`src/rtl/fe_pkg.sv`:
```
package fe_pkg;

    // Flow states: which of decode / execute hold live instructions.
    typedef enum logic [1:0] {
        ST_EMPTY  = 2'd0,   // decode dead, execute dead
        ST_PRIME  = 2'd1,   // decode live, execute dead
        ST_STREAM = 2'd2,   // decode live, execute live
        ST_SLOT   = 2'd3    // decode dead, execute holds delay-slot instruction
    } flow_state_e;

    typedef struct packed {
        logic dec_live;
        logic ex_live;
    } slot_live_t;

endpackage

```
`src/rtl/fe_flow_ctrl.sv`:
```
module fe_flow_ctrl
    import fe_pkg::*;
(
    input  logic clk,
    input  logic rst_n,
    input  logic stall,
    input  logic ds_mode,
    input  logic br_taken,
    output logic advance,
    output logic redirect,
    output logic dec_valid,
    output logic ex_valid
);

    flow_state_e state_q;
    flow_state_e state_d;
    slot_live_t  live;

    // State register
    always_ff @(posedge clk) begin
        if (!rst_n) begin
            state_q <= ST_EMPTY;
        end else begin
            state_q <= state_d;
        end
    end

    // Outputs decoded from the current state
    always_comb begin
        live = '0;
        unique case (state_q)
            ST_EMPTY:  live = '{dec_live: 1'b0, ex_live: 1'b0};
            ST_PRIME:  live = '{dec_live: 1'b1, ex_live: 1'b0};
            ST_STREAM: live = '{dec_live: 1'b1, ex_live: 1'b1};
            ST_SLOT:   live = '{dec_live: 1'b0, ex_live: 1'b1};
            default:   live = '0;
        endcase
    end

    assign dec_valid = live.dec_live;
    assign ex_valid  = live.ex_live;
    assign advance   = !stall;
    assign redirect  = br_taken && live.ex_live && !stall;

    // Next-state logic
    always_comb begin
        state_d = state_q;
        if (!stall) begin
            unique case (state_q)
                ST_EMPTY:  state_d = ST_PRIME;
                ST_PRIME:  state_d = ST_STREAM;
                ST_STREAM: begin
                    if (redirect) begin
                        state_d = ds_mode ? ST_SLOT : ST_EMPTY;
                    end else begin
                        state_d = ST_STREAM;
                    end
                end
                ST_SLOT:   state_d = redirect ? ST_EMPTY : ST_PRIME;
                default:   state_d = ST_EMPTY;
            endcase
        end
    end

endmodule

```
`src/rtl/fe_fetch_unit.sv`:
```
module fe_fetch_unit #(
    parameter int unsigned     ADDR_W      = 32,
    parameter int unsigned     STEP_BYTES  = 4,
    parameter logic [ADDR_W-1:0] RESET_ADDR = '0
) (
    input  logic              clk,
    input  logic              rst_n,
    input  logic              advance,
    input  logic              redirect,
    input  logic [ADDR_W-1:0] target,
    output logic [ADDR_W-1:0] fetch_addr
);

    localparam logic [ADDR_W-1:0] STEP = ADDR_W'(STEP_BYTES);

    logic [ADDR_W-1:0] pc_q;
    logic [ADDR_W-1:0] pc_d;

    always_comb begin
        pc_d = pc_q;
        if (advance) begin
            pc_d = redirect ? target : (pc_q + STEP);
        end
    end

    always_ff @(posedge clk) begin
        if (!rst_n) begin
            pc_q <= RESET_ADDR;
        end else begin
            pc_q <= pc_d;
        end
    end

    assign fetch_addr = pc_q;

endmodule

```
`src/rtl/fe_decode_latch.sv`:
```
module fe_decode_latch #(
    parameter int unsigned ADDR_W  = 32,
    parameter int unsigned INSTR_W = 32
) (
    input  logic               clk,
    input  logic               rst_n,
    input  logic               advance,
    input  logic [ADDR_W-1:0]  fetch_addr,
    input  logic [INSTR_W-1:0] mem_rdata,
    output logic [ADDR_W-1:0]  dec_addr,
    output logic [INSTR_W-1:0] dec_instr
);

    // The memory word for the decode slot arrives in the decode cycle.
    // When a stall starts, the word is parked here because the memory
    // keeps reading the frozen fetch address.
    logic [ADDR_W-1:0]  addr_q;
    logic [INSTR_W-1:0] park_q;
    logic               parked_q;

    always_ff @(posedge clk) begin
        if (!rst_n) begin
            addr_q   <= '0;
            park_q   <= '0;
            parked_q <= 1'b0;
        end else if (advance) begin
            addr_q   <= fetch_addr;
            parked_q <= 1'b0;
        end else if (!parked_q) begin
            park_q   <= mem_rdata;
            parked_q <= 1'b1;
        end
    end

    assign dec_addr  = addr_q;
    assign dec_instr = parked_q ? park_q : mem_rdata;

endmodule

```
`src/rtl/fe_exec_slot.sv`:
```
module fe_exec_slot #(
    parameter int unsigned ADDR_W    = 32,
    parameter int unsigned INSTR_W   = 32,
    parameter int unsigned PC_OFFSET = 8
) (
    input  logic               clk,
    input  logic               rst_n,
    input  logic               advance,
    input  logic [ADDR_W-1:0]  dec_addr,
    input  logic [INSTR_W-1:0] dec_instr,
    output logic [ADDR_W-1:0]  ex_addr,
    output logic [INSTR_W-1:0] ex_instr,
    output logic [ADDR_W-1:0]  ex_operand
);

    localparam logic [ADDR_W-1:0] OFFSET = ADDR_W'(PC_OFFSET);

    logic [ADDR_W-1:0]  addr_q;
    logic [INSTR_W-1:0] instr_q;

    always_ff @(posedge clk) begin
        if (!rst_n) begin
            addr_q  <= '0;
            instr_q <= '0;
        end else if (advance) begin
            addr_q  <= dec_addr;
            instr_q <= dec_instr;
        end
    end

    assign ex_addr    = addr_q;
    assign ex_instr   = instr_q;
    assign ex_operand = addr_q + OFFSET;

endmodule

```
`src/rtl/fe_pipe_front.sv`:
```
module fe_pipe_front #(
    parameter int unsigned       ADDR_W      = 32,
    parameter int unsigned       INSTR_W     = 32,
    parameter int unsigned       INSTR_BYTES = 4,
    parameter int unsigned       PC_LEAD     = 2,
    parameter logic [ADDR_W-1:0] RESET_ADDR  = '0
) (
    input  logic               clk,
    input  logic               rst_n,
    input  logic               stall_i,
    input  logic               ds_mode_i,
    input  logic               br_taken_i,
    input  logic [ADDR_W-1:0]  br_target_i,
    output logic [ADDR_W-1:0]  imem_addr_o,
    input  logic [INSTR_W-1:0] imem_rdata_i,
    output logic               ex_valid_o,
    output logic [INSTR_W-1:0] ex_instr_o,
    output logic [ADDR_W-1:0]  ex_addr_o,
    output logic [ADDR_W-1:0]  ex_pc_operand_o
);

    localparam int unsigned PC_OFFSET = PC_LEAD * INSTR_BYTES;

    logic               advance;
    logic               redirect;
    logic               dec_valid;
    logic               ex_valid;
    logic [ADDR_W-1:0]  fetch_addr;
    logic [ADDR_W-1:0]  dec_addr;
    logic [INSTR_W-1:0] dec_instr;

    fe_flow_ctrl u_flow (
        .clk       (clk),
        .rst_n     (rst_n),
        .stall     (stall_i),
        .ds_mode   (ds_mode_i),
        .br_taken  (br_taken_i),
        .advance   (advance),
        .redirect  (redirect),
        .dec_valid (dec_valid),
        .ex_valid  (ex_valid)
    );

    fe_fetch_unit #(
        .ADDR_W     (ADDR_W),
        .STEP_BYTES (INSTR_BYTES),
        .RESET_ADDR (RESET_ADDR)
    ) u_fetch (
        .clk        (clk),
        .rst_n      (rst_n),
        .advance    (advance),
        .redirect   (redirect),
        .target     (br_target_i),
        .fetch_addr (fetch_addr)
    );

    fe_decode_latch #(
        .ADDR_W  (ADDR_W),
        .INSTR_W (INSTR_W)
    ) u_decode (
        .clk        (clk),
        .rst_n      (rst_n),
        .advance    (advance),
        .fetch_addr (fetch_addr),
        .mem_rdata  (imem_rdata_i),
        .dec_addr   (dec_addr),
        .dec_instr  (dec_instr)
    );

    fe_exec_slot #(
        .ADDR_W    (ADDR_W),
        .INSTR_W   (INSTR_W),
        .PC_OFFSET (PC_OFFSET)
    ) u_exec (
        .clk        (clk),
        .rst_n      (rst_n),
        .advance    (advance),
        .dec_addr   (dec_addr),
        .dec_instr  (dec_instr),
        .ex_addr    (ex_addr_o),
        .ex_instr   (ex_instr_o),
        .ex_operand (ex_pc_operand_o)
    );

    assign imem_addr_o = fetch_addr;
    assign ex_valid_o  = ex_valid;

endmodule

```
`config.mk`:
```
export PLATFORM = sky130hd
export DESIGN_NAME = fe_pipe_front
export DESIGN_NICKNAME = d
export VERILOG_FILES = /design/src/rtl/fe_pkg.sv /design/src/rtl/fe_flow_ctrl.sv /design/src/rtl/fe_fetch_unit.sv /design/src/rtl/fe_decode_latch.sv /design/src/rtl/fe_exec_slot.sv /design/src/rtl/fe_pipe_front.sv
export SDC_FILE = /design/constraint.sdc
export NUM_CORES = 1
export LEC_CHECK = 0
export BUFFER_PORTS_ARGS = -buffer_cell sky130_fd_sc_hd__buf_4
export CAP_MARGIN = 0
export CORE_MARGIN = 2
export CORE_UTILIZATION = 31
export DETAILED_ROUTE_END_ITERATION = 12
export PLACE_DENSITY = 0.59
export SYNTH_ARGS = -nofsm -noshare
export SYNTH_HDL_FRONTEND = slang
export SYNTH_SLANG_ARGS = --single-unit
```
`constraint.sdc`:
```
create_clock -name clk -period 2.24 [get_ports clk]
set_clock_uncertainty 0.05 [all_clocks]
set_input_delay 0.336 -clock clk [delete_from_list [all_inputs] [get_ports clk]]
set_output_delay 0.336 -clock clk [all_outputs]
set_load 0.02 [all_outputs]
```
==> impl_metrics.tcl <==
set metrics [dict create \
    outcome "complete, but fails checks" \
    violations "setup timing" \
    antennaDiodeCount 0 \
    nFillCells 2394 \
    die_y_um 158.8 \
    yosysSeqAreaShare_pct 43.92 \
    first_global_vias 6403 \
    clkTransAtPathRegs_ps 70 \
    period_minus_slack_ps 2251 \
    rsz0062_at_grt "yes" \
    synthesis.area_um2 7430 \
    whs_ps 106.8 \
    synth_area_leaders "dfxtp_1 44%, mux2i_1 13%, nor2_1 8.1%" \
    regArea_um2 3291 \
    vias_per_cell 4.814 \
    wl_per_cell_um 15.31 \
    io_buffer_count 197 \
    antenna_found_initial 0 \
    cp_max_fo 8 \
    synth_largest_area_cell "dfxtp_1" \
    drt-initial-drc-count 369 \
    syn_avg_cell_area_um2 8.182 \
    dieArea_um2 25220 \
    synth_seq_cells 163 \
    cp.arrival_ps 1860 \
    async_flop_share_pct 0 \
    synth.top_cell.area_share_pct 43.92 \
    drc_errors 0 \
    post-place-ws_ps 214.9 \
    cts_root_buf "clkbuf_16" \
    p_int_mw 4.898 \
    setup_slack_ps -10.73 \
    pwr-share-comb_pct 10.7 \
    drt-total-wl_um 22000 \
    finalSetupViolCount 2 \
    hold_buffers 0 \
    p_sw_mw 1.798 \
    synth_edf_count 0 \
    clock_latency_ps 430 \
    yosysUniqueCellTypes 47 \
    vias 6917 \
    tritoncts.num_buffers 17 \
    ant_nets 0 \
    design_area_um2 10160 \
    worst_slew_pin_slew_ps 666.3 \
    drive_above_1_share_pct 27.91 \
    p_per_area_nw_per_um2 659.4 \
    swShare_pct 26.85 \
    p_leak_nw 4.398 \
    clkPwrFrac_pct 43.5 \
    min_path_type "primary input to flip-flop" \
    cts.htree.levels 4 \
    grt_max_degree 93 \
    hold_violations 0 \
    ios 198 \
    reg2reg_setup_slack_ps 190 \
    rows 56 \
    synth_warnings 0 \
    max-cap-violations 0 \
    cp.required_ps 1850 \
    synthMostInstantiatedCell "dfxtp_1" \
    place_area_um2 9425 \
    multi_input_comb_area_um2 3948 \
    slew_violations 0 \
    synthCells 908 \
    end_kind "output port" \
    cts.sinks 163 \
    grt_usage_pct 17.06 \
    fin_nets 1176 \
    synthTopCellsByCount "163 x dfxtp_1, 161 x nor2_1, 116 x nand2_1" \
    synth_fp_nets 979 \
    p_seq_share_pct 45.8 \
    grt-ovfl-total 0 \
    max_freq_ghz 0.4443 \
    clock_path_buffers 2 \
    setup.worst_path.class "flip-flop to output port" \
    ir_drop_mv 0.5005 \
    ys.flop_type "dfxtp_1" \
    place_congestion 0.8194 \
    dpl.hpwl_um 15200 \
    area_delta_synth_final_pct 36.70 \
    slew_headroom_pct 55.58 \
    tns_ps -20.05 \
    grt_pass1_wl_um 35020 \
    core-area_um2 23470 \
    cts_tree "done" \
    start_util_pct 31.65 \
    min_period_over_period_pct 100.5 \
    first_pass_iters 5 \
    die_w_um 158.8 \
    critPathLaunchType "flip-flop" \
]
metrics by stage:
| stage | std cells | power (mW) | util (%) |
|---|---|---|---|
| 2_1_floorplan | 908 | 3.538 | - |
| 3_3_place_gp | 1398 | 3.851 | 40.15 |
| 3_5_place_dp | 1398 | 3.859 | 40.15 |
| 4_1_cts | 1434 | 6.800 | 42.94 |
| 5_1_grt | 1437 | 6.974 | 43.27 |
| 6_report | 1437 | 6.696 | 43.27 |
layout make-up:
| cell class | count | share of cell area, % |
|---|---|---|
| clock buffers | 18 | 4.324 |
| clock inverters | 14 | 1.367 |
| multi-input cells | 667 | 38.87 |
| flip-flops and latches | 163 | 32.40 |
| repair buffers | 244 | 18.64 |
| inverters | 12 | 0.4682 |
| well taps | 319 | 3.930 |
path summary, 6_finish.rpt:
check        depth (start not counted)                                from                                   to
max                                  7     u_exec.ex_addr[15]$_SDFFE_PN0N_                  ex_pc_operand_o[29]
min                                  3                    imem_rdata_i[17]     u_decode.park_q[17]$_SDFFE_PN0P_
max reg2reg                          6  u_fetch.fetch_addr[3]$_SDFFE_PN0N_  u_fetch.fetch_addr[14]$_SDFFE_PN0N_
min reg2reg                          2    u_decode.park_q[14]$_SDFFE_PN0P_     u_decode.park_q[14]$_SDFFE_PN0P_
routing by layer:
metal / GRT usage (%) / vias up / part of all wire [%]
li1: - / 3505 / -
met1: 22.59 / 3206 / 46
met2: 26.50 / 185 / 45
met3: 5.643 / 21 / 6.9
met4: 4.796 / 0 / 1.3
met5: 0 / - / 0
power by group through the flow:
stage / clock network, mW / logic [mW] / registers, mW
2_1_floorplan: 0 / 0.357 / 3.18
3_3_place_gp: 0 / 0.716 / 3.14
3_5_place_dp: 0 / 0.721 / 3.14
4_1_cts: 3.01 / 0.724 / 3.07
5_1_grt: 3.11 / 0.785 / 3.08
6_report: 2.91 / 0.717 / 3.07
sequential cells by signal, summed over array words and instances (netlist names):
name,flops
u_fetch.fetch_addr,32
u_exec.ex_addr,32
u_exec.ex_instr,32
u_decode.parked_q,1
u_flow.state_q,2
u_decode.park_q,32
u_decode.dec_addr,32
timing repair:
action,CTS,global route
buffers inserted,4,3
gates cloned,0,0
pin swaps,5,10
gates resized for setup,20,15
endpoints found under the setup margin,15,18
kinds of logic after synthesis:
kind of cell | synth area share [%]
compound gates | 12.09
flops | 43.92
simple gates | 22.53
fa+ha+maj | 0.3368
mux | 13.07
buf+inv | 4.277
xor+xnor | 3.772
critical path, stage by stage, from the launching register on:
cell and delay (ps):
dfxtp_2 330, and4_4 250, nand2_4 60, nor3_4 170
buf_6 160, nand4_1 140, xnor2_2 160, buf_4 160
cell usage in the layout (no fill, tap or decap), types with 4 or more instances in the layout:
cell       instances
buf_4            237
nor2_1           159
dfxtp_1          149
nand2_1          113
mux2i_1           97
a21oi_1           93
o21ai_0           29
nand3_1           26
nand4_1           20
xnor2_1           18
clkbuf_16         17
and3_1            14
inv_1             11
xor2_1            10
dfxtp_2           10
a31oi_1            9
nor3_1             7
and2_1             6
o22ai_1            6
nor4_1             5
inv_6              5
xnor2_2            4
or4_1              4
a22o_1             4
buf_12             4
dfxtp_4            4
(Power assumes the default switching activity.)
